===== src/rtl/flash_wp_unit.sv =====
module flash_wp_unit #(
  parameter int          ADDR_W  = 25,
  parameter int          SEC_LOG = 16,
  parameter logic [23:0] DEV_ID  = 24'h20BA19
) (
  input  logic                      clk,
  input  logic                      rst_n,
  input  logic                      cs_start,
  input  logic                      cs_end,
  input  logic                      rx_vld,
  input  logic [7:0]                rx_byte,
  input  logic                      wp_n,
  input  logic                      chk_req,
  input  logic [ADDR_W-SEC_LOG-1:0] chk_sector,
  output logic [7:0]                tx_byte,
  output logic [7:0]                status,
  output logic                      wide_addr,
  output logic                      chk_ok,
  output logic                      bulk_go
);
  localparam int SW = ADDR_W - SEC_LOG;
  localparam logic [SW:0] NSEC_V = (SW+1)'(1) << SW;

  localparam logic [7:0] OP_WRSR = 8'h01, OP_PROG = 8'h02, OP_WRDI = 8'h04,
                         OP_RDSR = 8'h05, OP_WREN = 8'h06, OP_RSTE = 8'h66,
                         OP_RSTM = 8'h99, OP_IDRD = 8'h9F, OP_WIDE = 8'hB7,
                         OP_BULK = 8'hC7, OP_SERA = 8'hD8;

  logic [5:0] nv;
  logic       wel, have_cmd, done, arm;
  logic [7:0] cmd;
  logic [2:0] idx;
  logic [7:0] resp;
  logic [3:0] bp_code;
  logic [SW:0] prot_cnt;
  logic        prot_hit;

  assign status  = {nv, wel, 1'b0};
  assign bp_code = {nv[4], nv[2:0]};

  always_comb begin
    if (bp_code == 4'd0)
      prot_cnt = '0;
    else if (int'(bp_code) - 1 >= SW)
      prot_cnt = NSEC_V;
    else
      prot_cnt = (SW+1)'(1) << (bp_code - 4'd1);
  end

  assign prot_hit = nv[3] ? ({1'b0, chk_sector} < prot_cnt)
                          : ({1'b0, chk_sector} >= NSEC_V - prot_cnt);

  always_comb begin
    resp = 8'h00;
    if (cmd == OP_RDSR)
      resp = status;
    else if (cmd == OP_IDRD) begin
      case (idx)
        3'd1:    resp = DEV_ID[23:16];
        3'd2:    resp = DEV_ID[15:8];
        3'd3:    resp = DEV_ID[7:0];
        default: resp = 8'h00;
      endcase
    end
  end

  always_ff @(posedge clk or negedge rst_n) begin
    if (!rst_n) begin
      nv        <= '0;
      wel       <= 1'b0;
      have_cmd  <= 1'b0;
      done      <= 1'b0;
      arm       <= 1'b0;
      cmd       <= 8'h00;
      idx       <= '0;
      tx_byte   <= 8'h00;
      wide_addr <= 1'b0;
      chk_ok    <= 1'b0;
      bulk_go   <= 1'b0;
    end else begin
      chk_ok  <= 1'b0;
      bulk_go <= 1'b0;

      if (cs_start) begin
        have_cmd <= 1'b0;
        idx      <= '0;
        done     <= 1'b0;
      end

      if (rx_vld) begin
        if (!have_cmd) begin
          have_cmd <= 1'b1;
          cmd      <= rx_byte;
          idx      <= 3'd1;
          tx_byte  <= 8'h00;
          case (rx_byte)
            OP_WREN:                   wel       <= 1'b1;
            OP_WRDI:                   wel       <= 1'b0;
            OP_WIDE:                   wide_addr <= 1'b1;
            OP_PROG, OP_SERA, OP_BULK: done      <= 1'b1;
            default: ;
          endcase
        end else begin
          if (idx != 3'd7) idx <= idx + 3'd1;
          tx_byte <= resp;
          if (cmd == OP_WRSR && idx == 3'd1) begin
            done <= 1'b1;
            if (wel && !(nv[5] && !wp_n)) nv <= rx_byte[7:2];
          end
        end
      end

      if (chk_req)
        chk_ok <= have_cmd && (cmd == OP_PROG || cmd == OP_SERA) && wel && !prot_hit;

      if (cs_end) begin
        if (done) wel <= 1'b0;
        if (have_cmd && cmd == OP_BULK && wel && bp_code == 4'd0) bulk_go <= 1'b1;
        arm <= have_cmd && cmd == OP_RSTE;
        if (arm && have_cmd && cmd == OP_RSTM) begin
          wel       <= 1'b0;
          wide_addr <= 1'b0;
        end
        have_cmd <= 1'b0;
      end
    end
  end
endmodule


===== config.mk =====
export PLATFORM = sky130hd
export DESIGN_NAME = flash_wp_unit
export DESIGN_NICKNAME = d
export VERILOG_FILES = /design/src/rtl/flash_wp_unit.sv
export SDC_FILE = /design/constraint.sdc
export NUM_CORES = 1
export LEC_CHECK = 0
export ABC_AREA = 1
export BUFFER_PORTS_ARGS = -buffer_cell sky130_fd_sc_hd__buf_2
export CORE_ASPECT_RATIO = 0.75
export CORE_UTILIZATION = 51
export CTS_CLUSTER_DIAMETER = 150
export DETAILED_ROUTE_END_ITERATION = 10
export PLACE_DENSITY = 0.76
export SYNTH_ARGS = -nofsm -noshare
export SYNTH_HDL_FRONTEND = slang
export SYNTH_SLANG_ARGS = --single-unit

===== constraint.sdc =====
create_clock -name clk -period 2.66 [get_ports clk]
set_input_delay 0 -clock clk [delete_from_list [all_inputs] [get_ports clk]]
set_output_delay 0 -clock clk [all_outputs]
set_load 0.03 [all_outputs]

# Word level (Yosys, flattened, before mapping)
# Cells that the tools add are included.
[totals] reg_bits=32 in_bits=24 output_inout_bits=19 word_cells=92
[classes] add_sub_neg=4 magnitude_cmp=3 eq_ne=18 shift=1 mux=34 n_bitwise=1 n_reduce_logical=20
[ops] op="$eq A8 B8 Y1 const B" count=7
[ops] op="$eq A8 B3 Y1 const B" count=3
[ops] op="$mux W8" count=3
[ops] op="$pmux W8 S3" count=1
[ops] op="$mux W1" count=23
[ops] op="$mux W10" count=2
[ops] op="$eq A8 B2 Y1 const B" count=2
[ops] op="$logic_and A1 B1 Y1" count=12
[ops] op="$mux W3" count=4
[ops] op="$ge A9 B10 Y1" count=1
[ops] op="$lt A9 B10 Y1" count=1
[ops] op="$shl A1 B4 Y10 const A" count=1
[ops] op="$sub A10 B10 Y10 const A" count=1
[ops] op="$eq A8 B1 Y1 const B" count=1
[ops] op="$eq A8 B7 Y1 const B" count=1
[ops] op="$eq A3 B2 Y1 const B" count=2
[ops] op="$ge A5 B5 Y1 const B" count=1
[ops] op="$sub A4 B1 Y5 const B" count=1
[ops] op="$logic_not A4 Y1" count=1
[ops] op="$reduce_and A4 Y1" count=1
[ops] op="$sub A4 B1 Y4 const B" count=1
[ops] op="$add A3 B1 Y3 const B" count=1
[ops] op="$eq A3 B1 Y1 const B" count=1
[ops] op="$logic_not A1 Y1" count=3
[ops] op="6 further kinds" count=6

# Logic depth before layout (Yosys ltp)
[depth] ltp_word=10 ltp_mapped=22 ltp_nobuf=22

# Worst setup path after synthesis
# No wires, ideal clock.
[synth_path] kind="reg-to-reg" start="register nv[0]" end="register chk_ok" setup_time_ps=73 t_arrival_ps=2894 t_required_ps=2587 setup_slack_ps=-307 path_stages_with_launch=23 n_path_buf=0 period_less_slack_ps=2967 path_cell_list="dfrtp_1 inv_1 ha_1 inv_1 nand2_1 nand2_4 nor2_1 nand2_1 ha_1 nand2_2 nor3_2 nand2_2 xor2_1 ha_1 nand2_1 inv_1 nand4_1 nand2_1 a21oi_1 nand2_1 nand2_1 nand2_1 a21oi_2"
[synth_via] elab_chain_len=10 word_cells_on_any_way=14 classes_between="add/sub: 3; order compare: 3; shift: 1; mux: 4; reduce/logical: 3"
[synth_rtl] item="from (decl)" line_no="29" source="logic [5:0] nv;"
[synth_rtl] item="from (signal assigned)" line_no="108" source="if (wel && !(nv[5] && !wp_n)) nv <= rx_byte[7:2];"
[synth_rtl] item="$sub A4 B1 Y5 or $sub A4 B1 Y4 (tied branches)" line_no="44, 47"
[synth_rtl] item="$ge A5 B5 Y1 or $shl A1 B4 Y10 (tied branches)" line_no="44, 47"
[synth_rtl] item="$mux W10" line_no="44" source="else if (int'(bp_code) - 1 >= SW)"
[synth_rtl] item="$mux W10 *" line_no="42" source="if (bp_code == 4'd0)"
[synth_rtl] item="$sub A10 B10 Y10" line_no="51" source=": ({1'b0, chk_sector} >= NSEC_V - prot_cnt);"
[synth_rtl] item="$ge A9 B10 Y1" line_no="51"
[synth_rtl] item="$mux W1 *" line_no="50" source="assign prot_hit = nv[3] ? ({1'b0, chk_sector} < prot_cnt)"
[synth_rtl] item="$logic_not A1 Y1 *" line_no="114" source="chk_ok <= have_cmd && (cmd == OP_PROG || cmd == OP_SERA) && wel && !prot_hit;"
[synth_rtl] item="$logic_and A1 B1 Y1 *" line_no="114"
[synth_rtl] item="$mux W1 *" line_no="113" source="if (chk_req)"
[synth_rtl] item="to (signal assigned)" line_no="114"
[synth_rtl] item="to (decl)" line_no="18" source="output logic chk_ok,"
# Every way passes the cells marked *; elsewhere a longest branch is shown, timed or not.
# A chain may end at the register's enable or synchronous reset.

# Worst setup path in the final report
# Ends and elaborated chain as after synthesis.

==> impl_metrics.yaml <==
timing:
  period_minus_slack_ps: 2740
  timing_max_transition_violations_final: 0
  hold_viol: 0
  worst_slew_pin_slew_ps: 706
  hold_slack_ps: 19.1
  setup_ws_ps: -76.1
  fin_worst_skew_ps: 13.3
  slew_headroom: 0.529
  fmax_mhz: 365
  fin_tns_setup_ps: -76.1
  setup_viol: 1
  rsz0062_at_grt: "true"
  finalCritPeriodShare: 1.03
cells_and_area:
  nNetsFinal: 451
  postLayoutCoreUtil: 0.675
  fillers: 379
  final_cell_area_um2: 3070
  antennaDiodeCount: 0
  synthToLayoutAreaGrowth_pct: 24.5
  drive_gt1_frac: 0.256
routing:
  dr.pass1.iters: 5
  ant_nets: 0
  drc_errors: 0
  drt-total-wl_um: 6790
  avgViaCountPerCell: 5.65
  num_vias: 2576
  drtIter0Drc: 285
  post_drt_wl_per_cell_um: 14.9
power:
  pwr-share-seq: 0.485
  clkPwrFrac: 0.350
  switching_share: 0.291
  pwr-share-comb: 0.165
  ir_drop_v: 0.000314
  power_density_nw_per_um2: 360
  p_sw_mw: 0.321
  internal_power_mw: 0.784
  power_leakage_nw: 1.61
global_routing:
  first_global_vias: 2342
  grt_pass1_wl_um: 11000
  grt_usage: 0.283
  antenna_found_initial: 0
  grt-ovfl-total: 0
  grt_start_max_net_pins: 33
yosys:
  syn-num-nets: 386
  synth.area.top_cells: "dfrtp_1, ha_1, nand2_1, inv_1, o21ai_0"
  synth.cell_area_um2: 2460
  async_reset_ff_frac: 1.00
  yosys.area.top_type_share: 0.325
  post_synth_num_cell_types: 35
  synth_ff_type: "dfrtp_1"
  syn-instance-count: 333
  synth.yosys.warnings: 0
  yosys.area_share.simple: 0.295
  syn_avg_cell_area_um2: 7.40
  synth_seq_cells: 32
  synthMuxAreaShare: 0
  synthAdderAreaFrac: 0.147
  synth_compound_area_frac: 0.123
  synth.largest_area_cell: "dfrtp_1"
  synth-xor-area-share: 0.0178
  synth_top_family_by_area: "simple AND/OR/NAND/NOR gates"
  synth-seq-area-share: 0.325
  synth-edff-count: 0
clock_network:
  cts_tree: "done"
  root_buffer: "clkbuf_8"
  cts_buffers: 5
  clk_latency_ps: 290
  htree_num_levels: 2
  clock_sinks: 32
  ctsLongestPathBuffers: 2
  cts.clk_slew.worst_paths_ps: 70
critical_path:
  arrival_ps: 2900
  critPathKind: "reg -> reg"
  crit_fanout: 6
  setup.worst_path.start: "nv[0]"
  critPathRequiredTime_ps: 2820
  end_kind: "flip-flop"
  regToRegStartpoint: "nv[0]"
  start_kind: "flip-flop"
status:
  violations: "setup timing"
  status: "complete, but fails checks"
placement:
  placed_area_um2: 2790
  numPortBuffers: 41
  gp_congestion: 0.984
  dp_hpwl_um: 4990
floorplanning:
  io-pin-count: 43
  dieArea_um2: 5120
  die_h_um: 62.2
  core-area_um2: 4550
  initial_utilization: 0.542
  die_w_um: 82.3
  rows: 21
hold_path:
  hp-start: "rx_byte[1]"
  worstHoldPathType: "in -> reg"
flow_run:
  drv_cap: 0
==> cell families after synthesis <==
family	Yosys count
AOI/OAI and AO/OA	51
xor gates and xnor gates	5
adders and majority gates	29
buffers and inverters	56
DFF	32
other	1
and+or+nand+nor	159
==> what timing repair did <==
action	in CTS	in global routing
endpoints found under the hold margin	38	0
setup buffers	2	6
hold buffers	7	0
cloned	0	0
pin swaps	2	14
gates resized for setup	3	13
setup endpoints to repair	1	1
==> per-layer routing <==
metal	part of all wire	global-route usage	wire (um)
met3	0.11	0.0647	718
met1	0.46	0.434	3090
met5	0	0	0
met2	0.42	0.399	2860
met4	0.017	0.0658	113
==> sequential cells by signal (all words and copies together) (netlist names) <==
name / count
arm: 1
bulk_go: 1
chk_ok: 1
cmd: 8
done: 1
have_cmd: 1
idx: 3
nv: 6
tx_byte: 8
wel: 1
wide_addr: 1
==> worst max-delay path, cell delays in order (launching register included) <==
cell and delay [ps]:
dfrtp_2 440, inv_4 100, ha_4 150, inv_2 40, nand2_2 60, nand2_4 80, buf_4 150, nor2_2 110
nand2_2 110, nand3_2 160, nor2_2 70, xnor2_1 130, ha_1 300, nand2_1 80, nor2_2 120, o21ai_0 90
o211ai_1 100, nand2_1 70, nand2_1 70, nand2_1 50, nand2_1 70, a21oi_2 60
==> metrics by stage <==
stage          power [mW]  setup slack [ps]  instances
2_1_floorplan       0.644             -35.0        333
3_3_place_gp        0.705              56.8        433
3_5_place_dp        0.711             -57.8        433
4_1_cts              1.10              12.0        450
5_1_grt              1.16              -272        456
6_report             1.11             -76.1        456
==> layout make-up <==
| class | instances | area (um2) | area share |
|---|---|---|---|
| Clock buffer | 7 | 86.3 | 0.0281 |
| Sequential cell | 32 | 803 | 0.262 |
| Inverter | 51 | 196 | 0.0640 |
| Clock inverter | 1 | 7.51 | 0.00245 |
| Multi-Input combinational cell | 245 | 1520 | 0.494 |
| Timing Repair Buffer | 63 | 388 | 0.126 |
| Tap cell | 57 | 71.3 | 0.0232 |
==> cell usage after synthesis, types with 2 or more instances <==
cell and number:
o21ai_0 22, nand2_2 9, nand2_1 76, xnor2_1 3
dfrtp_1 32, o32ai_1 2, nand4_1 13, nor2_1 29
a32o_1 3, o21bai_1 2, nand3_1 11, a21oi_1 14
inv_1 49, nor3_1 7, ha_1 29, inv_2 2
buf_4 3, xor2_1 2, nor2_2 5, nor4_1 4
nand2_4 2
==> path summary, 6_finish.rpt <==
kind                           to  slack (ps)  cells past startpoint
max                        chk_ok         -80                     21
min                        cmd[1]          20                      3
max reg2reg                chk_ok         -80                     21
min reg2reg                   wel         480                      1
max in group asynchronous   nv[1]        1850                      2
min in group asynchronous  cmd[0]         300                      2
==> placed cells by master (no fill, tap or decap), drive strengths merged <==
cell type	Yosys	final
o21a	1	1
a221oi	1	1
nor4	4	4
and3	1	1
inv	51	51
o211ai	1	1
a31oi	1	1
nor2	34	34
dfrtp	32	32
xnor2	3	3
o32ai	2	2
clkinvlp	0	1
nand3	12	12
clkbuf	1	7
o21ai	22	22
o21bai	2	2
o221ai	1	1
a21boi	1	1
xor2	2	2
o22ai	1	1
nor3	8	8
buf	4	56
conb	1	1
a32o	3	3
nand4	13	13
dlygate4sd3	0	7
ha	29	29
a21oi	15	15
nand2	87	87
==> power groups by stage <==
stage / combinational, mW / clock [mW] / sequential, mW
2_1_floorplan: 0.106 / 0 / 0.538
3_3_place_gp: 0.163 / 0 / 0.542
3_5_place_dp: 0.167 / 0 / 0.544
4_1_cts: 0.176 / 0.393 / 0.535
5_1_grt: 0.209 / 0.415 / 0.539
6_report: 0.183 / 0.386 / 0.536
(Power assumes the default switching activity.)
